==> src/rtl/cfgwin_pkg.sv <==
package cfgwin_pkg;
   localparam int unsigned CFG_OFS_W   = 8;
   localparam int unsigned CFG_DATA_W  = 32;
   localparam logic [CFG_OFS_W-1:0] ID_DW_OFS  = 8'h2C;
   localparam logic [CFG_OFS_W-1:0] BAR_DW_OFS = 8'h50;
   localparam int unsigned ID_LANE_LO  = 2;

   typedef enum logic [1:0] {
      SEL_NONE = 2'd0,
      SEL_ID   = 2'd1,
      SEL_BAR  = 2'd2
   } cfg_sel_e;
endpackage

==> src/rtl/cfgwin_once_reg.sv <==
module cfgwin_once_reg #(
   parameter int unsigned W = 16
) (
   input  logic           clk,
   input  logic           rst_n,
   input  logic           we,
   input  logic [W/8-1:0] be,
   input  logic [W-1:0]   wdata,
   output logic [W-1:0]   q
);
   localparam int unsigned LANES = W / 8;

   if ((W % 8) != 0 || W == 0) begin : g_bad_w
      $error("cfgwin_once_reg: W must be a non-zero multiple of 8");
   end

   logic used_q;
   logic take;

   assign take = we && (|be) && !used_q;

   always_ff @(posedge clk) begin
      if (!rst_n)    used_q <= 1'b0;
      else if (take) used_q <= 1'b1;
   end

   for (genvar l = 0; l < LANES; l++) begin : g_lane
      always_ff @(posedge clk) begin
         if (!rst_n)              q[8*l +: 8] <= '0;
         else if (take && be[l])  q[8*l +: 8] <= wdata[8*l +: 8];
      end
   end

   // after the one accepted write the value never moves
   p_once_frozen_r3: assert property (@(posedge clk) disable iff (!rst_n)
      used_q |=> $stable(q));
endmodule

==> src/rtl/cfgwin_lock_bar.sv <==
module cfgwin_lock_bar #(
   parameter int unsigned ADDR_W   = 32,
   parameter int unsigned WIN_BITS = 12
) (
   input  logic                       clk,
   input  logic                       rst_n,
   input  logic                       we,
   input  logic                       lock,
   input  logic [ADDR_W/8-1:0]        be,
   input  logic [ADDR_W-1:0]          wdata,
   output logic [ADDR_W-1:0]          image,
   output logic [ADDR_W-WIN_BITS-1:0] base,
   output logic                       en
);
   localparam int unsigned LANES = ADDR_W / 8;
   localparam logic [ADDR_W-1:0] IMPL_MASK =
      ({ADDR_W{1'b1}} << WIN_BITS) | {{(ADDR_W-1){1'b0}}, 1'b1};

   if (WIN_BITS < 2 || WIN_BITS >= ADDR_W || (ADDR_W % 8) != 0) begin : g_bad_p
      $error("cfgwin_lock_bar: unsupported ADDR_W/WIN_BITS combination");
   end

   logic [ADDR_W-1:0] img_q;
   logic              wr_ok;

   assign wr_ok = we && !lock;

   for (genvar l = 0; l < LANES; l++) begin : g_lane
      always_ff @(posedge clk) begin
         if (!rst_n)              img_q[8*l +: 8] <= '0;
         else if (wr_ok && be[l]) img_q[8*l +: 8] <= wdata[8*l +: 8] & IMPL_MASK[8*l +: 8];
      end
   end

   assign image = img_q;
   assign base  = img_q[ADDR_W-1:WIN_BITS];
   assign en    = img_q[0];

   // a locked write leaves the whole register untouched
   p_lock_hold_r6: assert property (@(posedge clk) disable iff (!rst_n)
      (we && lock) |=> $stable(img_q));
   // reserved bits never hold a one
   p_rsvd_clear_r5: assert property (@(posedge clk) disable iff (!rst_n)
      we |=> (img_q[WIN_BITS-1:1] == '0));
endmodule

==> src/rtl/cfgwin_claim.sv <==
module cfgwin_claim #(
   parameter int unsigned ADDR_W   = 32,
   parameter int unsigned WIN_BITS = 12,
   parameter bit          REG_OUT  = 1'b1
) (
   input  logic                       clk,
   input  logic                       rst_n,
   input  logic                       mem_valid,
   input  logic [ADDR_W-1:0]          mem_addr,
   input  logic [ADDR_W-WIN_BITS-1:0] base,
   input  logic                       en,
   input  logic                       sb_valid,
   output logic                       claim,
   output logic                       sb_ack
);
   logic hit;

   assign hit = mem_valid && en && (mem_addr[ADDR_W-1:WIN_BITS] == base);

   if (REG_OUT) begin : g_reg
      always_ff @(posedge clk) begin
         if (!rst_n) begin
            claim  <= 1'b0;
            sb_ack <= 1'b0;
         end else begin
            claim  <= hit;
            sb_ack <= sb_valid;
         end
      end

      // a disabled window never produces a claim on the next cycle
      p_no_claim_off_r8: assert property (@(posedge clk) disable iff (!rst_n)
         !en |=> !claim);
      // sideband requests are acknowledged independent of enable
      p_sb_honour_r9: assert property (@(posedge clk) disable iff (!rst_n)
         sb_valid |=> sb_ack);
      // no claim without a valid request the cycle before
      p_claim_valid_r7: assert property (@(posedge clk) disable iff (!rst_n)
         !mem_valid |=> !claim);
   end else begin : g_comb
      assign claim  = hit;
      assign sb_ack = sb_valid;
   end
endmodule

==> src/rtl/cfgwin_decoder.sv <==
module cfgwin_decoder
   import cfgwin_pkg::*;
#(
   parameter int unsigned ADDR_W   = 32,
   parameter int unsigned WIN_BITS = 12,
   parameter int unsigned ID_W     = 16
) (
   input  logic                  clk,
   input  logic                  rst_n,
   input  logic                  cfg_wr_i,
   input  logic [CFG_OFS_W-1:0]  cfg_addr_i,
   input  logic [3:0]            cfg_be_i,
   input  logic [CFG_DATA_W-1:0] cfg_wdata_i,
   output logic [CFG_DATA_W-1:0] cfg_rdata_o,
   input  logic                  lock_i,
   input  logic                  mem_valid_i,
   input  logic [ADDR_W-1:0]     mem_addr_i,
   output logic                  claim_o,
   input  logic                  sb_valid_i,
   output logic                  sb_ack_o
);
   localparam int unsigned ID_LANES = ID_W / 8;
   localparam int unsigned ID_LSB   = 8 * ID_LANE_LO;

   if (ADDR_W != CFG_DATA_W) begin : g_bad_aw
      $error("cfgwin_decoder: ADDR_W must match the configuration data width");
   end
   if (ID_LSB + ID_W > CFG_DATA_W) begin : g_bad_id
      $error("cfgwin_decoder: identity field does not fit its dword");
   end

   cfg_sel_e sel;
   always_comb begin
      unique case (cfg_addr_i[CFG_OFS_W-1:2])
         ID_DW_OFS[CFG_OFS_W-1:2]:  sel = SEL_ID;
         BAR_DW_OFS[CFG_OFS_W-1:2]: sel = SEL_BAR;
         default:                   sel = SEL_NONE;
      endcase
   end

   logic [ID_W-1:0]            id_q;
   logic [ADDR_W-1:0]          bar_img;
   logic [ADDR_W-WIN_BITS-1:0] bar_base;
   logic                       bar_en;

   cfgwin_once_reg #(.W(ID_W)) u_id (
      .clk   (clk),
      .rst_n (rst_n),
      .we    (cfg_wr_i && (sel == SEL_ID)),
      .be    (cfg_be_i[ID_LANE_LO +: ID_LANES]),
      .wdata (cfg_wdata_i[ID_LSB +: ID_W]),
      .q     (id_q)
   );

   cfgwin_lock_bar #(.ADDR_W(ADDR_W), .WIN_BITS(WIN_BITS)) u_bar (
      .clk   (clk),
      .rst_n (rst_n),
      .we    (cfg_wr_i && (sel == SEL_BAR)),
      .lock  (lock_i),
      .be    (cfg_be_i),
      .wdata (cfg_wdata_i),
      .image (bar_img),
      .base  (bar_base),
      .en    (bar_en)
   );

   cfgwin_claim #(.ADDR_W(ADDR_W), .WIN_BITS(WIN_BITS), .REG_OUT(1'b1)) u_claim (
      .clk       (clk),
      .rst_n     (rst_n),
      .mem_valid (mem_valid_i),
      .mem_addr  (mem_addr_i),
      .base      (bar_base),
      .en        (bar_en),
      .sb_valid  (sb_valid_i),
      .claim     (claim_o),
      .sb_ack    (sb_ack_o)
   );

   always_comb begin
      cfg_rdata_o = '0;
      case (sel)
         SEL_ID:  cfg_rdata_o[ID_LSB +: ID_W] = id_q;
         SEL_BAR: cfg_rdata_o = bar_img;
         default: cfg_rdata_o = '0;
      endcase
   end

   // unimplemented offsets read back as zero
   p_unimpl_zero_r10: assert property (@(posedge clk) disable iff (!rst_n)
      (sel == SEL_NONE) |-> (cfg_rdata_o == '0));
endmodule

==> config.mk <==
export PLATFORM = sky130hd
export DESIGN_NAME = cfgwin_decoder
export DESIGN_NICKNAME = d
export VERILOG_FILES = /design/src/rtl/cfgwin_pkg.sv /design/src/rtl/cfgwin_once_reg.sv /design/src/rtl/cfgwin_lock_bar.sv /design/src/rtl/cfgwin_claim.sv /design/src/rtl/cfgwin_decoder.sv
export SDC_FILE = /design/constraint.sdc
export NUM_CORES = 1
export LEC_CHECK = 0
export BUFFER_PORTS_ARGS = -buffer_cell sky130_fd_sc_hd__buf_2
export CORE_MARGIN = 2
export CORE_UTILIZATION = 40
export DETAILED_ROUTE_END_ITERATION = 10
export PLACE_DENSITY = 0.77
export SLEW_MARGIN = 20
export SYNTH_ARGS = -nofsm -noshare
export SYNTH_HDL_FRONTEND = slang
export SYNTH_SLANG_ARGS = --single-unit
==> constraint.sdc <==
create_clock -name clk -period 1.95 [get_ports clk]
set_input_delay 0.195 -clock clk [delete_from_list [all_inputs] [get_ports clk]]
set_output_delay 0.195 -clock clk [all_outputs]
set_load 0.03 [all_outputs]
==> run metrics <==
nets=427; Worst R2R Setup Slack=just under 0.6 ns; Tmin final=1.83 ns; Yosys reg bits=40; final critical-path share of the clock period=94.0%; Arr. time, crit path=1.64 ns; Synth Instances=266; n_diodes=0; share of cells above drive strength 1=28.8%; Clk pin slew, worst setup/hold paths=0.08 ns; routability cong.=0.786; worst-path cell with the longest stage delay=nor4b_4; DIE HEIGHT=76.7 um; Final Skew=0.00409 ns; die area=approximately 5900 um2; TritonCTS clock tree=built; Core Region=between 5000 and 6000 um2; vias per cell=4.80; DR WL/cell=approximately 13 um; worst stage delay on the critical path=0.26 ns; Final Hold Vio Count=0; vias in the first global route=roughly 1.9k; clock buffer count from CTS=5; total negative slack=0 ns; critical-path maximum fanout=9; P_leak=0.00113 uW; Mapped Area=2110 um2; H-tree Lvls=2; root buffer cell=clkbuf_8; reg2reg end=u_claim.claim$_SDFF_PN0_; max_cap viols=0; hold-fix buffers at CTS=0; fmax=545 MHz; final antenna-violating net count=0; I/O pin total=116; final instance count without filler cells=414; Placed Cells=406; post-route setup slack=approximately 0.12 ns; Worst Path Required=1.75 ns; Worst setup EP type=primary output; initial antenna violation count=0; Routed WL=5.34 mm; Netlist cell types=26; Rel. slew slack=60.7%; DR iter-0 viols=96; Tightest Pin Transition=slightly below 0.6 ns; startpoint of the worst-slack reg-to-reg timing path=u_bar.base[16]$_SDFFE_PN0P_; Starting Density=41.4%; Synth Area per Inst=~7.9 um2; Die W=76.7 um; Worst setup SP type=input pin; # setup viols final=0; DP Wirelength=3.96 mm; Hold WC Path Type=input pin to flop; Initial DRT Pass Iterations=4; row cnt=26; total vias in the final route=1989; worst-path cell chain=buf_2 > nor4b_4 > and3_4 > inv_1 > ha_1 > buf_4 > a22oi_1 > nor2_1 > clkbuf_4; status=finished, final reports clean; count of buffers from port buffering=between 70 and 80; Seq/Total Area, Yosys=about 38%; Total GRT Usage=18.3%; global-route wire length before repair=about 8.6 mm; Hold Crit Depth=2; Slew Limit Fails=0; Hold Path Origin=sb_valid_i; Post-CTS Setup Inserts=0; unrepaired setup endpoints after global routing=no; Area Overhead vs Synth=27.3%; total clock sinks=40; Hold EP=u_claim.sb_ack$_SDFF_PN0_; Clock Latency Late Sink=slightly below 0.3 ns; CTS max path bufs=2; post-place setup slack=-0.0409 ns; worst vdd ir=0.309 mV; PD cells=633 nW/um2; detailed-route DRC error count=0; GRT overflow=0; CTS resizes=0; largest net degree at the start of global routing=a little over 40; critical setup path kind=input pin to primary output; yosys warns=0; reg2reg path depth=4
-- critical path, delay by kind of cell --
kind	cells	cell delay, ns
adders and majority gates	1	0.22
and+or+nand+nor	3	0.53
buffers and inverters	4	0.53
AOI/OAI and AO/OA	1	0.16
-- area by class of cell --
cell class              count  area [um2]
flip-flops and latches     40         801
repair buffers             86         454
clock inverters             2        38.8
multi-input cells         208        1220
fillers                   505        2420
well taps                  70        87.6
inverters                   2        7.51
clock buffers               6        82.6
-- cells in the final DEF, fill, tap and decap left out, types with 3 or more instances in the layout --
cell and count:
a21boi_0 11, a21boi_1 26, a22oi_1 14, and2_1 10, buf_2 78, buf_4 6
clkbuf_8 6, conb_1 11, dfxtp_1 40, nand2_1 75, nand3_1 5, nand4_1 3
nor2_1 16, nor4_1 3, xnor2_1 5, xor2_1 15
-- metal layers --
| metal | vias to the layer above | GRT usage (%) | wire (um) |
|---|---|---|---|
| li1 | 1014 | - | - |
| met1 | 892 | 22.9 | 2370 |
| met2 | 76 | 30.8 | 2550 |
| met3 | 7 | 4.82 | 349 |
| met4 | 0 | 5.45 | 70 |
| met5 | - | 0 | 0 |
-- Yosys cell counts, drive strengths merged --
cell / n / area, um2
nand2: 75 / 282
dfxtp: 40 / 801
a21boi: 37 / 278
buf: 19 / 134
a22oi: 16 / 120
nor2: 16 / 60.1
xor2: 15 / 131
and2: 10 / 62.6
clkbuf: 7 / 26.3
nand3: 5 / 25.0
xnor2: 5 / 43.8
nand4: 3 / 18.8
nor4: 3 / 18.8
and3b: 2 / 17.5
ha: 2 / 25.0
inv: 2 / 7.51
nor3: 2 / 10.0
nor4b: 2 / 17.5
and3: 1 / 6.26
conb: 1 / 3.75
nand3b: 1 / 7.51
o211a: 1 / 10.0
o21a: 1 / 7.51
-- flip-flops by register name, summed over array words and instances, names as in the netlist --
name,cells
u_bar.base,20
u_claim.claim,1
u_id.used_q,1
u_claim.sb_ack,1
u_id.q,16
u_bar.en,1
-- per-stage QoR --
| stage | utilization, % | hold slack [ns] | total power, uW | cell area [um2] |
|---|---|---|---|---|
| after floorplan | - | 0.322 | 930 | 2150 |
| after global placement | 49.5 | 0.408 | 991 | 2530 |
| after detailed placement | 49.5 | 0.408 | 993 | 2530 |
| after CTS | 51.8 | 0.0930 | 1720 | 2650 |
| after global routing | 52.7 | 0.0995 | 1760 | 2690 |
| final | 52.7 | 0.102 | 1700 | 2690 |
-- where the power goes --
| part | internal [uW] | leakage (uW) | switching, uW |
|---|---|---|---|
| Clock | 419 | 0.0000614 | 306 |
| Sequential | 818 | 0.000322 | 1.09 |
| Combinational | 69.4 | 0.000747 | 89.6 |
-- worst max-delay path by stage --
stage | from | to | slack [ns]
2_1_floorplan | cfg_addr_i[4] | cfg_rdata_o[16] | 0.03
3_3_place_gp | cfg_addr_i[2] | u_bar.base[13]$_SDFFE_PN0P_ | 0.06
3_5_place_dp | cfg_addr_i[2] | u_bar.base[14]$_SDFFE_PN0P_ | -0.04
4_1_cts | cfg_addr_i[4] | cfg_rdata_o[28] | 0.06
5_1_grt | cfg_addr_i[4] | cfg_rdata_o[19] | 0.004
6_report | cfg_addr_i[4] | cfg_rdata_o[19] | 0.12
-- cells by family after synthesis --
kind of cell               synth area share [%]
AOI/OAI and AO/OA                          19.7
xor gates and xnor gates                   8.29
adders and majority gates                  1.18
buffers and inverters                      7.93
DFF                                        37.9
other                                     0.177
and+or+nand+nor                            24.9
Power figures use the tool's default switching activity.
